===== src/rtl/bwm_pkg.sv =====
package bwm_pkg;
  // single-bit full adder terms used by the carry-save and ripple stages
  function automatic logic fa_sum(input logic x, input logic y, input logic z);
    return x ^ y ^ z;
  endfunction

  function automatic logic fa_carry(input logic x, input logic y, input logic z);
    return (x & y) | (x & z) | (y & z);
  endfunction
endpackage


===== src/rtl/bwm_pp_gen.sv =====
module bwm_pp_gen #(
  parameter int N = 8
) (
  input  logic [N-1:0]            op_a,
  input  logic [N-1:0]            op_b,
  output logic [N-1:0][2*N-1:0]   rows
);
  localparam int W = 2 * N;

  // row j holds a_i & b_j at column i+j; bits with exactly one sign index negate to NAND
  always_comb begin
    rows = '0;
    for (int j = 0; j < N; j++) begin
      for (int i = 0; i < N; i++) begin
        if ((i == N - 1) != (j == N - 1))
          rows[j][i + j] = ~(op_a[i] & op_b[j]);
        else
          rows[j][i + j] = op_a[i] & op_b[j];
      end
    end
  end
endmodule


===== src/rtl/bwm_csa_array.sv =====
module bwm_csa_array #(
  parameter int W   = 16,
  parameter int OPS = 9
) (
  input  logic [OPS-1:0][W-1:0] ops,
  output logic [W-1:0]          sum_vec,
  output logic [W-1:0]          car_vec
);
  import bwm_pkg::*;

  localparam int LVL = OPS - 2;

  logic [LVL:0][W-1:0] sv;
  logic [LVL:0][W-1:0] cv;
  logic [LVL:0][W-1:0] cy;

  assign sv[0] = ops[0];
  assign cv[0] = ops[1];
  assign cy[0] = '0;

  genvar k, x;
  generate
    for (k = 1; k <= LVL; k++) begin : g_lvl
      for (x = 0; x < W; x++) begin : g_bit
        assign sv[k][x] = fa_sum(sv[k-1][x], cv[k-1][x], ops[k+1][x]);
        assign cy[k][x] = fa_carry(sv[k-1][x], cv[k-1][x], ops[k+1][x]);
      end
      assign cv[k] = {cy[k][W-2:0], 1'b0};
    end
  endgenerate

  assign sum_vec = sv[LVL];
  assign car_vec = cv[LVL];
endmodule


===== src/rtl/bwm_cpa.sv =====
module bwm_cpa #(
  parameter int W = 16
) (
  input  logic [W-1:0] x_in,
  input  logic [W-1:0] y_in,
  output logic [W-1:0] s_out
);
  import bwm_pkg::*;

  logic [W-1:0] c;
  assign c[0] = 1'b0;

  genvar i;
  generate
    for (i = 0; i < W; i++) begin : g_rip
      assign s_out[i] = fa_sum(x_in[i], y_in[i], c[i]);
      if (i < W - 1) begin : g_c
        assign c[i+1] = fa_carry(x_in[i], y_in[i], c[i]);
      end
    end
  endgenerate
endmodule


===== src/rtl/bwm_pipe.sv =====
module bwm_pipe #(
  parameter int W      = 16,
  parameter int STAGES = 2
) (
  input  logic         clk,
  input  logic         rst_n,
  input  logic         src_valid,
  output logic         src_ready,
  input  logic [W-1:0] src_data,
  output logic         dst_valid,
  input  logic         dst_ready,
  output logic [W-1:0] dst_data
);
  logic [STAGES:0]        v;
  logic [STAGES:0][W-1:0] d;
  logic [STAGES:0]        rdy;

  assign v[0]        = src_valid;
  assign d[0]        = src_data;
  assign rdy[STAGES] = dst_ready;

  genvar k;
  generate
    for (k = 0; k < STAGES; k++) begin : g_stage
      assign rdy[k] = ~v[k+1] | rdy[k+1];
      always_ff @(posedge clk or negedge rst_n) begin
        if (!rst_n) begin
          v[k+1] <= 1'b0;
          d[k+1] <= '0;
        end else if (rdy[k]) begin
          v[k+1] <= v[k];
          if (v[k]) d[k+1] <= d[k];
        end
      end
    end
  endgenerate

  assign src_ready = rdy[0];
  assign dst_valid = v[STAGES];
  assign dst_data  = d[STAGES];
endmodule


===== src/rtl/bwm_signed_mult.sv =====
module bwm_signed_mult #(
  parameter int N           = 8,
  parameter int PIPE_STAGES = 2
) (
  input  logic           clk,
  input  logic           rst_n,
  input  logic           in_valid,
  output logic           in_ready,
  input  logic [N-1:0]   in_a,
  input  logic [N-1:0]   in_b,
  output logic           out_valid,
  input  logic           out_ready,
  output logic [2*N-1:0] out_product
);
  localparam int W   = 2 * N;
  localparam int OPS = N + 1;

  logic [N-1:0][W-1:0]   pp_rows;
  logic [OPS-1:0][W-1:0] ops;
  logic [W-1:0]          cs_sum, cs_car, raw_sum, prod_comb;

  bwm_pp_gen #(.N(N)) pp_i (
    .op_a (in_a),
    .op_b (in_b),
    .rows (pp_rows)
  );

  // the last operand is the fixed one in column N
  always_comb begin
    for (int r = 0; r < N; r++) ops[r] = pp_rows[r];
    ops[N]    = '0;
    ops[N][N] = 1'b1;
  end

  bwm_csa_array #(.W(W), .OPS(OPS)) csa_i (
    .ops     (ops),
    .sum_vec (cs_sum),
    .car_vec (cs_car)
  );

  bwm_cpa #(.W(W)) cpa_i (
    .x_in  (cs_sum),
    .y_in  (cs_car),
    .s_out (raw_sum)
  );

  assign prod_comb = {~raw_sum[W-1], raw_sum[W-2:0]};

  bwm_pipe #(.W(W), .STAGES(PIPE_STAGES)) pipe_i (
    .clk       (clk),
    .rst_n     (rst_n),
    .src_valid (in_valid),
    .src_ready (in_ready),
    .src_data  (prod_comb),
    .dst_valid (out_valid),
    .dst_ready (out_ready),
    .dst_data  (out_product)
  );
endmodule


===== config.mk =====
export PLATFORM = sky130hd
export DESIGN_NAME = bwm_signed_mult
export DESIGN_NICKNAME = d
export VERILOG_FILES = /design/src/rtl/bwm_pkg.sv /design/src/rtl/bwm_pp_gen.sv /design/src/rtl/bwm_csa_array.sv /design/src/rtl/bwm_cpa.sv /design/src/rtl/bwm_pipe.sv /design/src/rtl/bwm_signed_mult.sv
export SDC_FILE = /design/constraint.sdc
export NUM_CORES = 1
export LEC_CHECK = 0
export BUFFER_PORTS_ARGS = -buffer_cell sky130_fd_sc_hd__buf_2
export CAP_MARGIN = 25
export CORE_ASPECT_RATIO = 0.8
export CORE_MARGIN = 1
export CORE_UTILIZATION = 45
export CTS_CLUSTER_SIZE = 12
export DETAILED_ROUTE_END_ITERATION = 16
export PLACE_DENSITY_LB_ADDON = 0.08
export SYNTH_ARGS = -nofsm -noshare
export SYNTH_HDL_FRONTEND = slang
export SYNTH_HIERARCHICAL = 1
export SYNTH_SLANG_ARGS = --single-unit

===== constraint.sdc =====
create_clock -name clk -period 2.05 [get_ports clk]
set_clock_uncertainty 0.15 [all_clocks]
set_input_delay 0.1025 -clock clk [delete_from_list [all_inputs] [get_ports clk]]
set_output_delay 0.1025 -clock clk [all_outputs]
set_load 0.01 [all_outputs]

==> out/metrics.csv, run 1 <==
stage,metric,value,unit
status,status,finished with violations,
status,failing checks,setup timing,
clock_tree,CTS clock-pin slew for the worst setup and hold paths,0.05,ns
sta,measured slew at the worst slew-check pin,0.7376,ns
route,drt drc,0,
setup_path,buffer and inverter count on the worst path,2,
layout,diode count,0,
synthesis,Yosys warnings,6,
placement,dpl ws,-4.908,ns
synthesis,Yosys top cell by area,fa_1,
layout,post-layout util,0.5235,
synthesis,sequential-to-total area share from yosys stat,0.1753,
pwr,Combinational Power Share,0.787,
clock_tree,CTS Sinks,34,
synthesis,post-synthesis cell count,371,
synthesis,syn_area_per_cell,13.08,um2
global_routing,number of global-route vias before repair,2787,
route,Via density,4.232,
floorplan,Rows,33,
route,routed length per instance,10.81,um
setup_path,WP data required,2.06,ns
layout,layout overhead on the synthesized area,11.78,%
global_routing,largest net degree at the start of global routing,35,
floorplan,Die Wd,118.1,um
setup_path,Crit. End Element,flop,
sta,RSZ-0062 raised after global routing,yes,
sta,Final setup viols,16,
synthesis,mux share of post-synthesis cell area,0.07425,
synthesis,complex-gate fraction of the synthesized area,0,
min_path,HP Class,in2async,
sta,setup tns final,-44.24,ns
synthesis,Synth top area share,0.4661,
clock_tree,CTS root buf,clkbuf_16,
synthesis,mapped cell area,4853,um2
floorplan,die height,94.89,um
pwr,Power Density,1764,nW/um2
route,vias,2408,
floorplan,core area,10360,um2
pwr,internal power,5.917,mW
synthesis,Unique masters post-synth,20,
sta,max frequency,153.8,MHz
route,total length of routed wires,6151,um
sta,crit share post-route,3.172,
layout,fraction of layout cells with a size suffix above 1,0.3263,
placement,Cells after DPL,557,
sta,Final Worst Setup Slack,-4.454,ns
sta,max-slew violations,0,
layout,Nets,568,
global_routing,first-pass GRT wire length,11380,um
setup_path,CP cell instances,buf_8 > and2_4 > fa_1 > fa_1 > fa_1 > fa_1 > fa_1 > fa_1 > fa_1 > fa_2 > fa_2 > fa_2 > fa_2 > fa_2 > fa_2 > fa_2 > xor3_1 > inv_1 > mux2_2,
pwr,total power,9.569,mW
clock_tree,Num CTS Buffers,5,
placement,"Cell Area, Placed",5047,um2
route,First DRT Iteration DRCs,28,
pwr,LEAKAGE,2.485,nW
setup_path,largest fanout on the critical path,8,
synthesis,Post-Synth Adder-Cell Area,0.4841,
layout,fin cells,569,
global_routing,initial antenna violation count,0,
setup_path,Top delay family on crit path,adder cells,
floorplan,Initial Util,0.4683,
synthesis,largest family of logic cells by synthesized area,adder cells,
synthesis,Synth Area in Simple Gates,0.08739,
clock_tree,H-tree depth,2,
synthesis,Synth Register Bits,34,
placement,hpwl dp,5404,um
placement,Port Buf Inserts,37,
clock_tree,CTS tree,built,
sta,post-layout min period,6.504,ns
synthesis,Area contributors post-synth,"fa_1 (47%), dfrtp_1 (18%), buf_4 (13%), mux2_2 (7.4%), and2_1 (6.4%)",
clock_tree,Clock Tree Buf Depth,2,
setup_path,Critical Path Source Type,input pin,
layout,design area,5425,um2
setup_path,Setup Crit Path Kind,in2reg,
setup_path,Arrival @ worst endpoint,6.51,ns
pwr,Clock power frac,0.083,
global_routing,GR Overflow Total,0,
floorplan,Top-Level Pins,38,
setup_path,"slowest stage delay, CP",0.51,ns
pwr,Sequential Power Share,0.130,
run,max_cap viols,0,
setup_path,Worst path slowest cell,fa_1,
pwr,Sw Ratio,0.3817,
sta,Min Hold Slack,0.2795,ns
clock_tree,clock latency on the worst-skew pair,0.27,ns
sta,Slew Limit Headroom,0.5083,
global_routing,Tot GR Track Use,0.1265,
synthesis,post-synthesis xor/xnor area fraction,0.03326,
route,first-pass iteration count of the detailed router,4,
sta,Fin. Hold Viols,0,
placement,GPL Wtd Cong,0.6818,
route,remaining antenna violation count,0,
pwr,VDD IR max,0.8931,mV
pwr,Sw Pwr,3.653,mW
floorplan,die area,11210,um2
-- worst register-to-register path: stages (launching register included) --
cell	delay [ns]
dfrtp_1	0.41
nand2b_2	0.09
nand2_2	0.31
mux2_2	0.40
-- power groups by stage --
stage / Sequential [mW] / Combinational (mW) / Clock (mW)
floorplan: 1.20 / 6.19 / 0
global placement: 1.25 / 7.34 / 0
detailed placement: 1.26 / 7.49 / 0
CTS: 1.25 / 7.65 / 0.821
global route: 1.30 / 8.85 / 0.854
finish: 1.24 / 7.53 / 0.795
-- state kept, by name (all words and copies together), names as in the netlist --
register / count
pipe_i/d: 16
pipe_i/dst_data: 16
pipe_i/dst_valid: 1
pipe_i/v: 1
-- synthesized netlist by cell type, drive strengths merged --
cell type	instances
and2	50
buf	84
conb	4
dfrtp	34
fa	113
ha	7
inv	15
mux2	32
nand2	16
nand2b	3
nand3b	1
xnor2	7
xnor3	3
xor2	1
xor3	1
-- layout make-up --
cell class | count | area (um2)
Fill cell | 949 | 4938
Multi-Input combinational cell | 315 | 3791
Sequential cell | 34 | 850.8
Timing Repair Buffer | 57 | 385.4
Tap cell | 140 | 175.2
Clock buffer | 8 | 166.4
Inverter | 15 | 56.30
-- layer usage --
metal / track usage / part of all wire / wire length, um / vias up
li1: - / - / - / 1093
met1: 0.1517 / 0.41 / 2492 / 1297
met2: 0.2397 / 0.57 / 3505 / 14
met3: 0.02295 / 0.019 / 116 / 4
met4: 0.02564 / 0.0060 / 37 / 0
met5: 0 / 0 / 0 / -
-- final timing paths --
path | from | endpoint | slack, ns | cells after the start
hold reg to reg | pipe_i/d[21] | pipe_i/dst_data[5] | 0.34 | 1
hold / removal | rst_n | pipe_i/dst_data[15] | 0.28 | 2
max in group asynchronous | rst_n | pipe_i/dst_data[4] | 1.00 | 2
setup / recovery | in_b[2] | pipe_i/d[31] | -4.45 | 19
min in group clk | pipe_i/d[21] | pipe_i/dst_data[5] | 0.34 | 1
setup reg to reg | pipe_i/dst_valid | pipe_i/dst_data[3] | 0.57 | 3
-- placed cells by master, fill, tap and decap left out, drive strengths merged --
| cell | count |
|---|---|
| dfrtp | 34 |
| xnor2 | 7 |
| clkbuf | 8 |
| xnor3 | 3 |
| nand2b | 3 |
| and2 | 50 |
| xor3 | 1 |
| dlygate4sd3 | 3 |
| nand2 | 16 |
| buf | 54 |
| mux2 | 32 |
| nand3b | 1 |
| xor2 | 1 |
| conb | 81 |
| fa | 113 |
| inv | 15 |
| ha | 7 |
-- kinds of logic (layout without fill, tap and decap cells) --
family / after synthesis / in the layout
multiplexers: 32 / 32
other: 4 / 81
flip-flops: 34 / 34
XOR/XNOR: 12 / 12
buffers and inverters: 99 / 80
AND/OR/NAND/NOR: 70 / 70
adder cells (fa/ha/maj): 120 / 120
-- what timing repair did --
| action | 4_1_cts | 5_1_grt |
|---|---|---|
| buffers inserted | 1 | 0 |
| gates resized for setup | 24 | 13 |
| setup endpoints to repair | 16 | 16 |
| pin swaps | 14 | 4 |
| hold buffers | 3 | 0 |
| endpoints found under the hold margin | 36 | 0 |
| cloned | 0 | 0 |
(Power assumes the default switching activity.)
==> run 2, diff against run 1 <==
CELL_PAD_IN_SITES_DETAIL_PLACEMENT = 1   (was not set)
CELL_PAD_IN_SITES_GLOBAL_PLACEMENT = 1   (was not set)
==> out/metrics.csv, run 2 (synthesized netlist as in run 1, its figures left out) <==
stage,metric,value,unit,change
setup_path,CP cell instances,buf_8 > and2_4 > fa_1 > fa_1 > fa_1 > fa_1 > fa_1 > fa_1 > fa_1 > fa_2 > fa_2 > fa_2 > fa_2 > fa_2 > fa_2 > fa_2 > xor3_1 > inv_1 > mux2_2,,unchanged
clock_tree,clock latency on the worst-skew pair,0.27,ns,about the same
floorplan,core area,10360,um2,unchanged
floorplan,Die Wd,118.1,um,unchanged
global_routing,number of global-route vias before repair,2922,,was 2787
clock_tree,CTS root buf,clkbuf_16,,unchanged
setup_path,Worst path slowest cell,fa_1,,unchanged
floorplan,Initial Util,0.4683,,unchanged
setup_path,Critical Path Source Type,input pin,,unchanged
setup_path,WP data required,2.06,ns,about the same
sta,max-slew violations,0,,unchanged
global_routing,first-pass GRT wire length,13030,um,was 11380 um
placement,Port Buf Inserts,37,,unchanged
floorplan,Top-Level Pins,38,,unchanged
setup_path,largest fanout on the critical path,6,,was 8
route,remaining antenna violation count,0,,unchanged
status,failing checks,setup timing,,unchanged
global_routing,largest net degree at the start of global routing,35,,unchanged
pwr,LEAKAGE,2.495,nW,was 2.485 nW
placement,hpwl dp,5951,um,was 5404 um
route,drt drc,0,,unchanged
route,First DRT Iteration DRCs,44,,was 28
sta,Final setup viols,16,,unchanged
status,status,finished with violations,,unchanged
pwr,VDD IR max,0.9825,mV,was 0.8931 mV
layout,fraction of layout cells with a size suffix above 1,0.3372,,was 0.3263
global_routing,Tot GR Track Use,0.1482,,was 0.1265
sta,RSZ-0062 raised after global routing,yes,,unchanged
placement,Cells after DPL,557,,unchanged
placement,GPL Wtd Cong,0.6934,,was 0.6818
setup_path,Setup Crit Path Kind,in2reg,,unchanged
setup_path,"slowest stage delay, CP",0.51,ns,about the same
sta,crit share post-route,3.248,,was 3.172
layout,Nets,569,,was 568
global_routing,GR Overflow Total,0,,unchanged
pwr,Power Density,1805,nW/um2,was 1764 nW/um2
setup_path,worst reg2reg setup slack,0.57,ns,about the same
setup_path,Top delay family on crit path,adder cells,,unchanged
run,max_cap viols,0,,unchanged
route,vias,2452,,was 2408
clock_tree,H-tree depth,2,,unchanged
floorplan,die area,11210,um2,unchanged
setup_path,Arrival @ worst endpoint,6.66,ns,was 6.51 ns
setup_path,Crit. End Element,flop,,unchanged
route,Via density,4.302,,was 4.232
sta,post-layout min period,6.658,ns,was 6.504 ns
setup_path,R2R Path End,pipe_i/dst_data[6],,was pipe_i/dst_data[3]
global_routing,initial antenna violation count,0,,unchanged
placement,dpl ws,-4.959,ns,was -4.908 ns
sta,Final Worst Setup Slack,-4.608,ns,was -4.454 ns
setup_path,r2r worst-path depth,3,,unchanged
layout,fin cells,570,,was 569
clock_tree,CTS tree,built,,unchanged
clock_tree,Num CTS Buffers,5,,unchanged
floorplan,Rows,33,,unchanged
floorplan,die height,94.89,um,unchanged
clock_tree,Clock Tree Buf Depth,2,,unchanged
route,total length of routed wires,7010,um,was 6151 um
layout,most frequent cells in the layout,"fa_1 (88), conb_1 (81), and2_1 (37)",,"was fa_1 (89), conb_1 (81), and2_1 (40)"
layout,"commonest non-fill, non-tap cell in the layout",fa_1,,unchanged
layout,diode count,0,,unchanged
sta,max frequency,150.2,MHz,was 153.8 MHz
sta,Fin. Hold Viols,0,,unchanged
sta,measured slew at the worst slew-check pin,0.7473,ns,was 0.7376 ns
layout,Filler cells,1092,,was 949
setup_path,buffer and inverter count on the worst path,2,,unchanged
setup_path,reg2reg start,pipe_i/dst_valid,,unchanged
layout,layout overhead on the synthesized area,12.35,%,was 11.78%
clock_tree,CTS Sinks,34,,unchanged
route,routed length per instance,12.30,um,was 10.81 um
route,first-pass iteration count of the detailed router,4,,unchanged
sta,Slew Limit Headroom,0.5018,,was 0.5083
min_path,HP Class,in2async,,unchanged
clock_tree,CTS clock-pin slew for the worst setup and hold paths,0.05,ns,about the same
-- run 2: changes by cell type in the layout (fill, tap and decap cells not counted), sizes merged --
cell         delta
dlygate4sd3     +1
-- run 2: power breakdown --
part | internal [mW] | switching [mW] | total [mW]
Combinational | 4.37 | 3.42 | 7.79
Sequential | 1.08 | 0.163 | 1.25
Clock | 0.549 | 0.259 | 0.808
Total | 6.00 | 3.84 | 9.84
-- run 2: cell type report --
type,count,area (um2),share of cell area
clock buffer,8,166.4,0.03052
multi-input combinational,315,3804,0.6976
tap,140,175.2,0.03212
inverter,15,56.30,0.01033
timing repair buffer,58,400.4,0.07343
sequential,34,850.8,0.1560
-- run 2: what timing repair did --
item / CTS / global route
setup buffers: 1 / 0
endpoints found under the hold margin: 36 / 0
cloned: 0 / 0
pin swaps: 19 / 6
hold buffers: 4 / 0
gates resized for setup: 34 / 9
endpoints found under the setup margin: 16 / 16
-- run 2: worst max path at each step --
stage | startpoint | slack, ns | depth (start not counted) | endpoint
2_1_floorplan | in_a[2] | -6.77 | 24 | pipe_i/d[31]
3_3_place_gp | in_b[2] | -4.83 | 19 | pipe_i/d[31]
3_5_place_dp | in_b[1] | -4.96 | 19 | pipe_i/d[31]
4_1_cts | in_b[1] | -4.62 | 19 | pipe_i/d[31]
5_1_grt | in_a[6] | -4.78 | 19 | pipe_i/d[31]
6_report | in_b[2] | -4.61 | 19 | pipe_i/d[31]
-- run 2: through the flow --
| stage | cell area [um2] | util | TNS, ns | power, mW | hold WS [ns] |
|---|---|---|---|---|---|
| finish | 5453 | 0.5261 | -45.14 | 9.842 | 0.2785 |
| global route | 5453 | 0.5261 | -46.97 | 11.32 | 0.3670 |
| CTS | 5424 | 0.5234 | -45.67 | 9.988 | 0.3160 |
| detailed placement | 5047 | 0.4870 | -51.64 | 8.895 | 0.07097 |
| global placement | 5047 | 0.4870 | -50.82 | 8.627 | 0.05774 |
| floorplan | 5202 | - | -69.07 | 7.394 | -0.3431 |
-- run 2: metal layers --
| layer | GRT usage | vias to the layer above | routed length [um] | share of wire |
|---|---|---|---|---|
| li1 | - | 1094 | - | - |
| met1 | 0.1818 | 1337 | 2812 | 0.40 |
| met5 | 0 | - | 0 | 0 |
| met3 | 0.02234 | 4 | 120 | 0.017 |
| met2 | 0.2799 | 17 | 4026 | 0.57 |
| met4 | 0.02885 | 0 | 51 | 0.0073 |
